$ cat src/rtl/lnf_pkg.sv
package lnf_pkg;

   typedef enum logic [1:0] {
      EV_NONE = 2'b00,
      EV_RISE = 2'b01,
      EV_FALL = 2'b10
   } lnf_event_e;

   function automatic int unsigned lnf_max(input int unsigned a, input int unsigned b);
      return (a > b) ? a : b;
   endfunction

endpackage

$ cat src/rtl/lnf_sync.sv
module lnf_sync #(
   parameter int unsigned STAGES    = 2,
   parameter logic        RESET_VAL = 1'b1
) (
   input  logic clk,
   input  logic rst_n,
   input  logic d_i,
   output logic q_o
);

   logic [STAGES-1:0] chain_q;

   generate
      if (STAGES < 2) begin : g_bad_stages
         $error("lnf_sync: STAGES must be at least 2");
      end

      for (genvar i = 0; i < STAGES; i++) begin : g_stage
         if (i == 0) begin : g_first
            always_ff @(posedge clk) begin
               if (!rst_n) chain_q[0] <= RESET_VAL;
               else        chain_q[0] <= d_i;
            end
         end else begin : g_next
            always_ff @(posedge clk) begin
               if (!rst_n) chain_q[i] <= RESET_VAL;
               else        chain_q[i] <= chain_q[i-1];
            end
         end
      end
   endgenerate

   assign q_o = chain_q[STAGES-1];

endmodule

$ cat src/rtl/lnf_thresh_decode.sv
module lnf_thresh_decode #(
   parameter int unsigned FIELD_W = 2,
   parameter int unsigned CNT_W   = 4
) (
   input  logic [FIELD_W-1:0] field_i,
   output logic [CNT_W:0]     need_o
);

   localparam int unsigned PAD_W = CNT_W + 1 - FIELD_W;

   generate
      if (CNT_W < FIELD_W) begin : g_bad_width
         $error("lnf_thresh_decode: CNT_W narrower than FIELD_W");
      end
   endgenerate

   // A field value v asks for v+1 consecutive samples.
   assign need_o = {{PAD_W{1'b0}}, field_i} + {{CNT_W{1'b0}}, 1'b1};

endmodule

$ cat src/rtl/lnf_run_counter.sv
module lnf_run_counter #(
   parameter int unsigned CNT_W = 4
) (
   input  logic             clk,
   input  logic             rst_n,
   input  logic             clear_i,
   input  logic             inc_i,
   output logic [CNT_W-1:0] cnt_o
);

   logic [CNT_W-1:0] cnt_q;

   always_ff @(posedge clk) begin
      if (!rst_n)       cnt_q <= '0;
      else if (clear_i) cnt_q <= '0;
      else if (inc_i)   cnt_q <= cnt_q + 1'b1;
   end

   assign cnt_o = cnt_q;

endmodule

$ cat src/rtl/line_noise_filter.sv
module line_noise_filter
   import lnf_pkg::*;
#(
   parameter int unsigned HI_W        = 2,
   parameter int unsigned LO_W        = 3,
   parameter int unsigned SYNC_STAGES = 2,
   parameter logic        IDLE_LEVEL  = 1'b1
) (
   input  logic            clk,
   input  logic            rst_n,
   input  logic            line_raw_i,
   input  logic            sample_en_i,
   input  logic [HI_W-1:0] rise_thr_i,
   input  logic [LO_W-1:0] fall_thr_i,
   output logic            line_o,
   output logic            rise_o,
   output logic            fall_o
);

   localparam int unsigned CNT_W = lnf_max(HI_W, LO_W) + 1;

   generate
      if (HI_W < 1 || LO_W < 1) begin : g_bad_fields
         $error("line_noise_filter: threshold fields need at least one bit");
      end
   endgenerate

   logic             sync_q;
   logic [CNT_W:0]   need_hi;
   logic [CNT_W:0]   need_lo;
   logic [CNT_W:0]   need_sel;
   logic [CNT_W-1:0] run_cnt;
   logic             level_q;
   lnf_event_e       ev_q;
   logic             differ;
   logic             reached;
   logic             accept;
   logic             cnt_clear;
   logic             cnt_inc;

   lnf_sync #(
      .STAGES    (SYNC_STAGES),
      .RESET_VAL (IDLE_LEVEL)
   ) u_sync (
      .clk   (clk),
      .rst_n (rst_n),
      .d_i   (line_raw_i),
      .q_o   (sync_q)
   );

   lnf_thresh_decode #(
      .FIELD_W (HI_W),
      .CNT_W   (CNT_W)
   ) u_dec_hi (
      .field_i (rise_thr_i),
      .need_o  (need_hi)
   );

   lnf_thresh_decode #(
      .FIELD_W (LO_W),
      .CNT_W   (CNT_W)
   ) u_dec_lo (
      .field_i (fall_thr_i),
      .need_o  (need_lo)
   );

   always_comb begin
      differ    = sync_q ^ level_q;
      need_sel  = sync_q ? need_hi : need_lo;
      reached   = ({1'b0, run_cnt} + {{CNT_W{1'b0}}, 1'b1}) >= need_sel;
      accept    = sample_en_i && differ && reached;
      cnt_clear = sample_en_i && (!differ || accept);
      cnt_inc   = sample_en_i && differ && !reached;
   end

   lnf_run_counter #(
      .CNT_W (CNT_W)
   ) u_run (
      .clk     (clk),
      .rst_n   (rst_n),
      .clear_i (cnt_clear),
      .inc_i   (cnt_inc),
      .cnt_o   (run_cnt)
   );

   always_ff @(posedge clk) begin
      if (!rst_n) begin
         level_q <= IDLE_LEVEL;
         ev_q    <= EV_NONE;
      end else begin
         if (accept) begin
            level_q <= sync_q;
            ev_q    <= sync_q ? EV_RISE : EV_FALL;
         end else begin
            ev_q    <= EV_NONE;
         end
      end
   end

   assign line_o = level_q;
   assign rise_o = (ev_q == EV_RISE);
   assign fall_o = (ev_q == EV_FALL);

endmodule

$ cat config.mk
export PLATFORM = sky130hd
export DESIGN_NAME = line_noise_filter
export DESIGN_NICKNAME = d
export VERILOG_FILES = /design/src/rtl/lnf_pkg.sv /design/src/rtl/lnf_sync.sv /design/src/rtl/lnf_thresh_decode.sv /design/src/rtl/lnf_run_counter.sv /design/src/rtl/line_noise_filter.sv
export SDC_FILE = /design/constraint.sdc
export NUM_CORES = 1
export LEC_CHECK = 0
export ABC_AREA = 0
export BUFFER_PORTS_ARGS = -buffer_cell sky130_fd_sc_hd__buf_2
export CORE_AREA = 2 2 39 41
export DETAILED_ROUTE_END_ITERATION = 12
export DIE_AREA = 0 0 41 43
export HOLD_SLACK_MARGIN = 0.1
export PLACE_DENSITY = 0.65
export SLEW_MARGIN = 20
export SYNTH_ARGS = -nofsm -noshare
export SYNTH_HDL_FRONTEND = slang
export SYNTH_SLANG_ARGS = --single-unit
$ cat constraint.sdc
create_clock -name clk -period 2.3 [get_ports clk]
set_input_delay 0.115 -clock clk [delete_from_list [all_inputs] [get_ports clk]]
set_output_delay 0.115 -clock clk [all_outputs]
set_load 0.03 [all_outputs]
==> results of run 1 <==
-- layout by cell type (no fill, tap or decap), types with 2 or more instances in the layout --
cell type,synthesis,routed
buf_2,1,11
dfxtp_1,9,9
ha_1,7,7
nor2b_1,5,5
nand3_1,3,3
inv_1,3,3
nand2_1,3,3
and2_1,3,3
clkbuf_4,0,3
xor2_1,2,2
xnor2_1,2,2
a21oi_1,2,2
o21ai_1,2,2
o22ai_1,2,2
nand2b_1,2,2
nor3b_1,2,2
-- registers in the layout, indices dropped and copies added (netlist names) --
signal          cells
u_sync.q_o          1
u_sync.chain_q      1
ev_q                2
line_o              1
u_run.cnt_o         4
-- worst max path at each step --
stage	startpoint	endpoint	slack (ns)	cells past startpoint
after floorplan	u_sync.q_o	ev_q[0]	0.46	9
after global placement	u_sync.q_o	ev_q[0]	0.41	8
after detailed placement	u_sync.q_o	ev_q[0]	0.41	8
after CTS	u_sync.q_o	ev_q[0]	0.40	8
after global routing	u_sync.q_o	ev_q[0]	0.29	8
final	u_sync.q_o	ev_q[0]	0.44	8
-- power by group through the flow --
stage               Combinational, mW  Clock, mW  Sequential, mW
floorplan                      0.0492          0           0.172
global placement               0.0708          0           0.169
detailed placement             0.0712          0           0.169
CTS                            0.0729      0.124           0.166
global route                   0.0811      0.133           0.166
finish                         0.0711      0.118           0.166
-- critical path, stage by stage (launching register included) --
cell      delay (ns)
dfxtp_1         0.39
nor2b_1         0.08
a21oi_1         0.14
ha_1            0.25
nand2b_4        0.14
a211oi_4        0.26
o21ai_1         0.11
and2_1          0.19
and4_1          0.19
-- metrics by stage --
step	hold slack (ns)	instances	power, mW
after global placement	0.2971	87	0.2397
after detailed placement	0.3012	87	0.2403
after CTS	0.1076	92	0.3629
after global routing	0.1135	92	0.3807
final	0.1140	92	0.3549
after floorplan	0.1880	61	0.2207
-- timing repair --
| item | CTS | global route |
|---|---|---|
| hold buffers | 1 | 0 |
| setup endpoints to repair | 0 | 0 |
| hold endpoints to repair | 1 | 0 |
-- layer usage --
layer  track usage [%]  vias to the layer above  wire length, microns
li1                  -                      247                     -
met1             18.57                      201                   406
met2             20.00                       10                   405
met3             7.853                        2                    45
met4             6.000                        0                     8
met5                 0                        -                     0
-- cell families (layout without fill, tap and decap cells) --
logic type	after synthesis	count (layout)	synth area share [%]
compound gates	12	12	16.60
xor+xnor	4	4	6.115
fa+ha+maj	7	7	15.28
buf+inv	5	20	3.492
flops	9	9	31.44
mux	1	1	1.747
simple gates	23	23	25.32
-- layout make-up --
type / count / area (sq um) / area share (%)
Inverter: 3 / 11.26 / 1.648
Multi-Input combinational cell: 47 / 372.9 / 54.58
Tap cell: 16 / 20.02 / 2.930
Timing Repair Buffer: 13 / 72.57 / 10.62
Clock buffer: 4 / 26.28 / 3.846
Sequential cell: 9 / 180.2 / 26.37
==> results.json, run 1 <==
{
  "grt_pass1_vias": 436,
  "p_sw_mw": 0.09131,
  "postCtsSetupRepairBufs": 0,
  "seq_area_frac_synth_pct": 31.44,
  "yosys_most_used_dff": "dfxtp_1",
  "p_leak_nw": 0.3070,
  "dp.final_hpwl_microns": 734.7,
  "wire_per_inst_microns": 9.391,
  "die_w_microns": 41,
  "synth_edf_count": 0,
  "pwr-share-seq_pct": 46.6,
  "clk_pin_slew_ns": 0.06,
  "die_area_sq_um": 1763,
  "cts_tree": "done",
  "maxSlewViolCount": 0,
  "drive_gt1_share_pct": 23.68,
  "cp_max_fo": 4,
  "syn_to_final_growth_pct": 19.21,
  "dr_total_vias": 460,
  "ff2ff_setup_slack_ns": 0.44,
  "yosysMostFrequentCell": "dfxtp_1",
  "clock_power_share_pct": 33.3,
  "finalCriticalPeriod_ns": 1.860,
  "reg2regPathDepth": 8,
  "rows": 14,
  "ys_types": 28,
  "p_sw_share_pct": 25.73,
  "min_period_over_period_pct": 80.89,
  "worstReg2RegEnd": "ev_q[0]",
  "hold_viol": 0,
  "drc": 0,
  "synth_top_area_share_pct": 31.44,
  "h-tree-depth": 1,
  "start_util_pct": 41.41,
  "nFillCells": 135,
  "grt_pass1_wl_microns": 1711,
  "intPower_mw": 0.2636,
  "clk_path_buf_depth": 2,
  "synth_commonest_cells": "9 x dfxtp_1, 7 x ha_1, 5 x nor2b_1",
  "design_area_sq_um": 683.2,
  "ys_ff_latch": 9,
  "setup_tns_ns": 0,
  "gp_congestion": 0.7840,
  "setup_viol": 0,
  "rsz0062_at_grt": "no",
  "clkSinkCount": 9,
  "top_level_ports": 12,
  "relSlewSlack_pct": 84.20,
  "initialDrtViolationCount": 0,
  "clkLatencyLatePin_ns": 0.25,
  "antenna_found_initial": 0,
  "worst_slack_ns": 0.4396,
  "core_sq_um": 1384,
  "max_cap_violations": 0,
  "final_nets": 93,
  "worstPathRequired_ns": 2.45,
  "cts_made_buffers": 3,
  "die_h_microns": 43,
  "clockRootBuffer": "clkbuf_4",
  "detail_route.first_pass.iterations": 1,
  "yosysTopAreaCell": "dfxtp_1",
  "hold_path_class": "input port to flip-flop",
  "utilization_pct": 49.37,
  "min_path_cells": 2,
  "path_class": "flip-flop to flip-flop",
  "ir_drop_mv": 0.4074,
  "port_buffers": 11,
  "track_usage_pct": 14.62,
  "drt-vias-per-instance": 5.000,
  "place_area_sq_um": 646.9,
  "netlist_area_sq_um": 573.1,
  "grt_max_degree": 11,
  "endpoint_kind": "flip-flop",
  "pre_cts_slack_ns": 0.4145,
  "routed_wl_microns": 864,
  "max_freq_mhz": 537.5,
  "skew_ns": 0.0005733,
  "min_to": "u_sync.q_o",
  "syn-num-nets": 77,
  "diodes": 0,
  "yosys_warnings": 0,
  "arrival_ns": 2.01,
  "status": "complete, no violations",
  "ys_async_sr_fraction_pct": 0,
  "cp-start-kind": "flip-flop",
  "synth_area_per_cell_sq_um": 9.394,
  "power.density_nw_per_um2": 519.5,
  "worstHoldStart": "rst_n",
  "drtAntennaViolNets": 0,
  "timing.rr.start": "u_sync.q_o",
  "tightest_slew_ns": 0.2363,
  "synth_cells": 61,
  "synth_area_leaders": "dfxtp_1 31%, ha_1 15%, nor2b_1 5.5%, a211oi_4 3.5%, and2_1 3.3%",
  "comb_power_share_pct": 20.0,
  "cts_resized": 0,
  "globalRouteOverflowTotal": 0
}
Note: power is estimated with default switching activity, not from simulation.
==> inputs of run 2 (changes only) <==
clock period = 1.8 ns   (was 2.3 ns; I/O delays follow)
==> run 2 against run 1 <==
Compared with the run above: non-clock buffer count grew 6; clock power up 36%; sequential share of layout area decreased by 4.4 points; utilization is 15 points higher; die area unchanged; worst setup slack worse by 0.41 ns; cell count rose by 6.5%; critical path depth unchanged; combinational power rose by 100%; first-iteration DRC count increased by 3.
==> results.json, run 2 (synthesis results as in run 1) <==
{
  "slowest_stage": "dfxtp_4",
  "core_sq_um": 1384,
  "status": "complete, no violations",
  "grt_pass1_wl_microns": 2139,
  "clock_power_share_pct": 31.3,
  "dr_total_vias": 515,
  "routed_wl_microns": 1373,
  "final_cell_mix": "11 x buf_2, 6 x buf_4, 5 x dfxtp_1",
  "power.density_nw_per_um2": 576.7,
  "skew_ns": 0.002741,
  "setup_viol": 0,
  "p_sw_share_pct": 29.55,
  "globalRouteOverflowTotal": 0,
  "wire_per_inst_microns": 14.01,
  "pwr-share-seq_pct": 40.7,
  "drive_gt1_share_pct": 56.10,
  "crit_path_cell_trace": "nor2b_4, a21oi_2, ha_1, nand2b_4, a211oi_4, o21ai_2, and2_4, and4_1",
  "power_mw": 0.5130,
  "syn_to_final_growth_pct": 55.24,
  "clockRootBuffer": "clkbuf_4",
  "worstReg2RegEnd": "ev_q[0]",
  "antenna_found_initial": 0,
  "tightest_slew_ns": 0.3265,
  "cp-start-kind": "flip-flop",
  "utilization_pct": 64.29,
  "worstPathRequired_ns": 1.96,
  "clk_pin_slew_ns": 0.06,
  "rows": 14,
  "min_path_cells": 2,
  "path_class": "flip-flop to flip-flop",
  "worstHoldStart": "rst_n",
  "die_area_sq_um": 1763,
  "dp.final_hpwl_microns": 816.4,
  "diodes": 0,
  "clkLatencyLatePin_ns": 0.27,
  "grt_max_degree": 11,
  "cp_slowest_stage_delay_ns": 0.37,
  "reg2regPathDepth": 8,
  "die_w_microns": 41,
  "cts_tree": "done",
  "top_level_ports": 12,
  "holdWs_ns": 0.09696,
  "p_leak_nw": 0.3590,
  "clkSinkCount": 9,
  "intPower_mw": 0.3614,
  "final_nets": 99,
  "multiInputGateArea_sq_um": 516.7,
  "endpoint_kind": "flip-flop",
  "regArea_sq_um": 195.2,
  "arrival_ns": 1.93,
  "rsz0062_at_grt": "yes",
  "timing.rr.start": "u_sync.q_o",
  "min_to": "line_o",
  "drt-vias-per-instance": 5.255,
  "hold_path_class": "input port to flip-flop",
  "drc": 0,
  "ir_drop_mv": 0.4549,
  "largest_reg_flops": 4,
  "initialDrtViolationCount": 3,
  "h-tree-depth": 1,
  "p_sw_mw": 0.1516,
  "pre_cts_slack_ns": -0.04217,
  "gp_congestion": 0.7614,
  "finalCriticalPeriod_ns": 1.772,
  "comb_power_share_pct": 28.0,
  "drtAntennaViolNets": 0,
  "detail_route.first_pass.iterations": 4,
  "cp_max_fo": 5,
  "cts_made_buffers": 3,
  "maxSlewViolCount": 0,
  "min_period_over_period_pct": 98.46,
  "ff2ff_setup_slack_ns": 0.03,
  "track_usage_pct": 17.86,
  "start_util_pct": 41.41,
  "clk_path_buf_depth": 2,
  "max_freq_mhz": 564.3,
  "grt_pass1_vias": 517,
  "max_cap_violations": 0,
  "port_buffers": 11,
  "hold_viol": 0,
  "worst_slack_ns": 0.02779,
  "nFillCells": 115,
  "layout_commonest_cell": "buf_2",
  "die_h_microns": 43,
  "relSlewSlack_pct": 78.16
}
-- run 2: timing repair --
| item | 4_1_cts | 5_1_grt |
|---|---|---|
| buffers inserted | 1 | 0 |
| resized for setup | 9 | 24 |
| hold buffers | 2 | 0 |
| setup endpoints to repair | 4 | 7 |
| endpoints found under the hold margin | 1 | 0 |
| pin swaps | 3 | 6 |
-- run 2: worst max path at each step --
stage	from	to
after global placement	u_run.cnt_o[0]	ev_q[0]
after CTS	u_sync.q_o	ev_q[0]
after detailed placement	u_run.cnt_o[0]	u_run.cnt_o[2]
after global routing	u_sync.q_o	u_run.cnt_o[2]
final	u_sync.q_o	ev_q[0]
after floorplan	u_sync.q_o	ev_q[0]
-- run 2: cell type report --
cell class | instances | share of cell area (%)
Multi-Input combinational cell | 47 | 58.09
Inverter | 3 | 1.266
Sequential cell | 9 | 21.94
Tap cell | 16 | 2.250
Timing Repair Buffer | 19 | 13.50
Clock buffer | 4 | 2.954
-- run 2: through the flow --
step / TNS (ns) / instance area [sq um] / instances
CTS: 0 / 759.5 / 98
finish: 0 / 889.6 / 98
global route: -0.1435 / 889.6 / 98
floorplan: 0 / 575.6 / 61
global placement: -0.08288 / 676.9 / 91
detailed placement: -0.09584 / 676.9 / 91
-- run 2: worst max-delay path, delay by kind of cell (launching register included) --
kind                       cells  cell delay (ns)
and+or+nand+nor                4             0.62
adders and majority gates      1             0.27
AOI/OAI and AO/OA              3             0.41
DFF                            1             0.37
-- run 2: layer usage --
metal,track usage (%),vias up,routed length [microns]
met5,0,-,0
met4,2.000,0,15
met2,30.31,11,792
met3,7.853,2,70
met1,20.26,245,495
li1,-,257,-
-- run 2: power groups by stage --
stage / Clock, mW / Sequential (mW) / Combinational (mW)
3_5_place_dp: 0 / 0.216 / 0.0963
3_3_place_gp: 0 / 0.215 / 0.0945
6_report: 0.160 / 0.209 / 0.144
2_1_floorplan: 0 / 0.219 / 0.0646
5_1_grt: 0.170 / 0.210 / 0.155
4_1_cts: 0.162 / 0.212 / 0.112
==> inputs of run 3 (changes only) <==
CAP_MARGIN = 40   (was unset)
CTS_BUF_LIST = sky130_fd_sc_hd__clkbuf_8   (was unset)
==> run 3 against run 2 <==
Compared with the run above: combinational power is 9% lower; critical path type unchanged; sequential power hardly changed; critical path depth stayed put; largest cell class unchanged; via count is 4.5% lower; critical endpoint unchanged; sequential cell count stayed put.
==> results.json, run 3 (synthesis results as in run 1) <==
{
  "status": "complete, no violations",
  "top_layer": "met3",
  "core_sq_um": 1384,
  "clkSinkCount": 9,
  "design_area_sq_um": 865.8,
  "wl_met1_microns": 503,
  "clockRootBuffer": "clkbuf_8",
  "wl_met2_microns": 754,
  "die_w_microns": 41,
  "crit_family": "simple AND/OR/NAND/NOR gates",
  "hold_viol": 0,
  "worstHoldStart": "rst_n",
  "relSlewSlack_pct": 80.69,
  "worstReg2RegEnd": "ev_q[0]",
  "rsz0062_at_grt": "yes",
  "wire_per_inst_microns": 13.59,
  "cp-start-kind": "flip-flop",
  "met3_length_microns": 48,
  "clock_power_share_pct": 40.3,
  "min_to": "u_sync.chain_q[0]",
  "ff2ff_setup_slack_ns": 0.03,
  "final_cell_mix": "11 x buf_2, 5 x dfxtp_1, 5 x buf_4, 4 x nor2b_1, 4 x inv_1",
  "antenna_found_initial": 0,
  "regArea_sq_um": 190.2,
  "maxSlewViolCount": 0,
  "utilization_pct": 62.57,
  "final_nets": 97,
  "die_area_sq_um": 1763,
  "clk_pin_slew_ns": 0.05,
  "die_h_microns": 43,
  "min_path_cells": 2,
  "tightest_slew_ns": 0.2887,
  "comb_power_share_pct": 22.9,
  "drtAntennaViolNets": 0,
  "setup_viol": 0,
  "grt_max_degree": 11,
  "postCtsSetupRepairBufs": 0,
  "routed_wl_microns": 1305,
  "cp_max_fo": 5,
  "cts_tree": "done",
  "path_class": "flip-flop to flip-flop",
  "max_freq_mhz": 564.1,
  "p_leak_nw": 0.3607,
  "min_period_over_period_pct": 98.49,
  "hold_path_class": "input port to flip-flop",
  "pwr-share-seq_pct": 36.8,
  "intPower_mw": 0.4190,
  "clk_path_buf_depth": 2,
  "p_sw_share_pct": 26.89,
  "drive_gt1_share_pct": 55.00,
  "timing.rr.start": "u_sync.q_o",
  "cts_made_buffers": 3,
  "post-place-cells": 91,
  "skew_ns": 0.0009137,
  "rows": 14,
  "ir_drop_mv": 0.5578,
  "stdcell_count": 96,
  "dr_total_vias": 492,
  "grt_pass1_vias": 508,
  "worstPathRequired_ns": 1.92,
  "syn_to_final_growth_pct": 51.09,
  "multiInputGateArea_sq_um": 496.7,
  "p_sw_mw": 0.1541,
  "dp.final_hpwl_microns": 816.4,
  "max_cap_violations": 0,
  "grt_pass1_wl_microns": 2042,
  "power.density_nw_per_um2": 661.9,
  "place_area_sq_um": 676.9,
  "endpoint_kind": "flip-flop",
  "drt-vias-per-instance": 5.125,
  "reg2regPathDepth": 8,
  "port_buffers": 11,
  "layout_commonest_cell": "buf_2",
  "drc": 0,
  "h-tree-depth": 1,
  "diodes": 0,
  "clkLatencyLatePin_ns": 0.23,
  "detail_route.first_pass.iterations": 4,
  "largest_reg_flops": 4,
  "crit_path_cell_trace": "nor2b_4, a21oi_2, ha_1, nand2b_4, a211oi_4, o21ai_2, and2_4, and4_1",
  "finalCriticalPeriod_ns": 1.773,
  "slowest_stage": "dfxtp_4",
  "start_util_pct": 41.41,
  "arrival_ns": 1.90,
  "gp_congestion": 0.7614,
  "top_level_ports": 12,
  "track_usage_pct": 17.05,
  "nFillCells": 112,
  "globalRouteOverflowTotal": 0,
  "holdWs_ns": 0.1148,
  "path_buf_inv": 0,
  "initialDrtViolationCount": 6,
  "cp_slowest_stage_delay_ns": 0.36
}
[run 3: changes by cell type in the layout (fill, tap and decap cells not counted), sizes merged]
cell         change
buf              -1
dlygate4sd3      -1
inv              +1
clkbuf           -1
[run 3: per-stage QoR]
| stage | setup slack [ns] | TNS (ns) | power, mW |
|---|---|---|---|
| 6_report | 0.02715 | 0 | 0.5731 |
| 5_1_grt | -0.04874 | -0.1977 | 0.5980 |
| 4_1_cts | 0.001289 | 0 | 0.5545 |
| 3_5_place_dp | -0.04217 | -0.09584 | 0.3120 |
| 3_3_place_gp | -0.02482 | -0.08288 | 0.3100 |
| 2_1_floorplan | 0.01896 | 0 | 0.2839 |
[run 3: metal layers]
layer / global-route usage (%) / vias up
met5: 0 / -
li1: - / 254
met4: 2.000 / 0
met1: 20.26 / 229
met2: 27.81 / 9
met3: 7.853 / 0
[run 3: repair_timing]
action	CTS	global route
hold buffers	1	0
gates resized for setup	8	20
pin swaps	3	6
cloned	0	0
hold endpoints to repair	1	0
endpoints found under the setup margin	4	7
[run 3: power by group through the flow]
| stage | registers [mW] | clock network [mW] | logic [mW] |
|---|---|---|---|
| after floorplan | 0.219 | 0 | 0.0646 |
| after global placement | 0.215 | 0 | 0.0945 |
| after detailed placement | 0.216 | 0 | 0.0963 |
| after CTS | 0.212 | 0.232 | 0.110 |
| after global routing | 0.212 | 0.243 | 0.144 |
| final | 0.211 | 0.231 | 0.131 |
[run 3: cell type report]
cell class / instances / share of cell area, %
Clock buffer: 3 / 4.769
Tap cell: 16 / 2.312
Multi-Input combinational cell: 47 / 57.37
Inverter: 3 / 1.301
Sequential cell: 9 / 21.97
Clock inverter: 1 / 0.4335
Timing Repair Buffer: 17 / 11.85
[run 3: how the worst max path moves through the flow]
stage / from / to / slack (ns) / cells after the start
3_5_place_dp: u_run.cnt_o[0] / u_run.cnt_o[2] / -0.04 / 6
4_1_cts: u_sync.q_o / ev_q[0] / 0.001 / 8
5_1_grt: u_sync.q_o / u_run.cnt_o[2] / -0.05 / 8
6_report: u_sync.q_o / ev_q[0] / 0.03 / 8
2_1_floorplan: u_sync.q_o / ev_q[0] / 0.02 / 9
3_3_place_gp: u_run.cnt_o[0] / ev_q[0] / -0.02 / 6
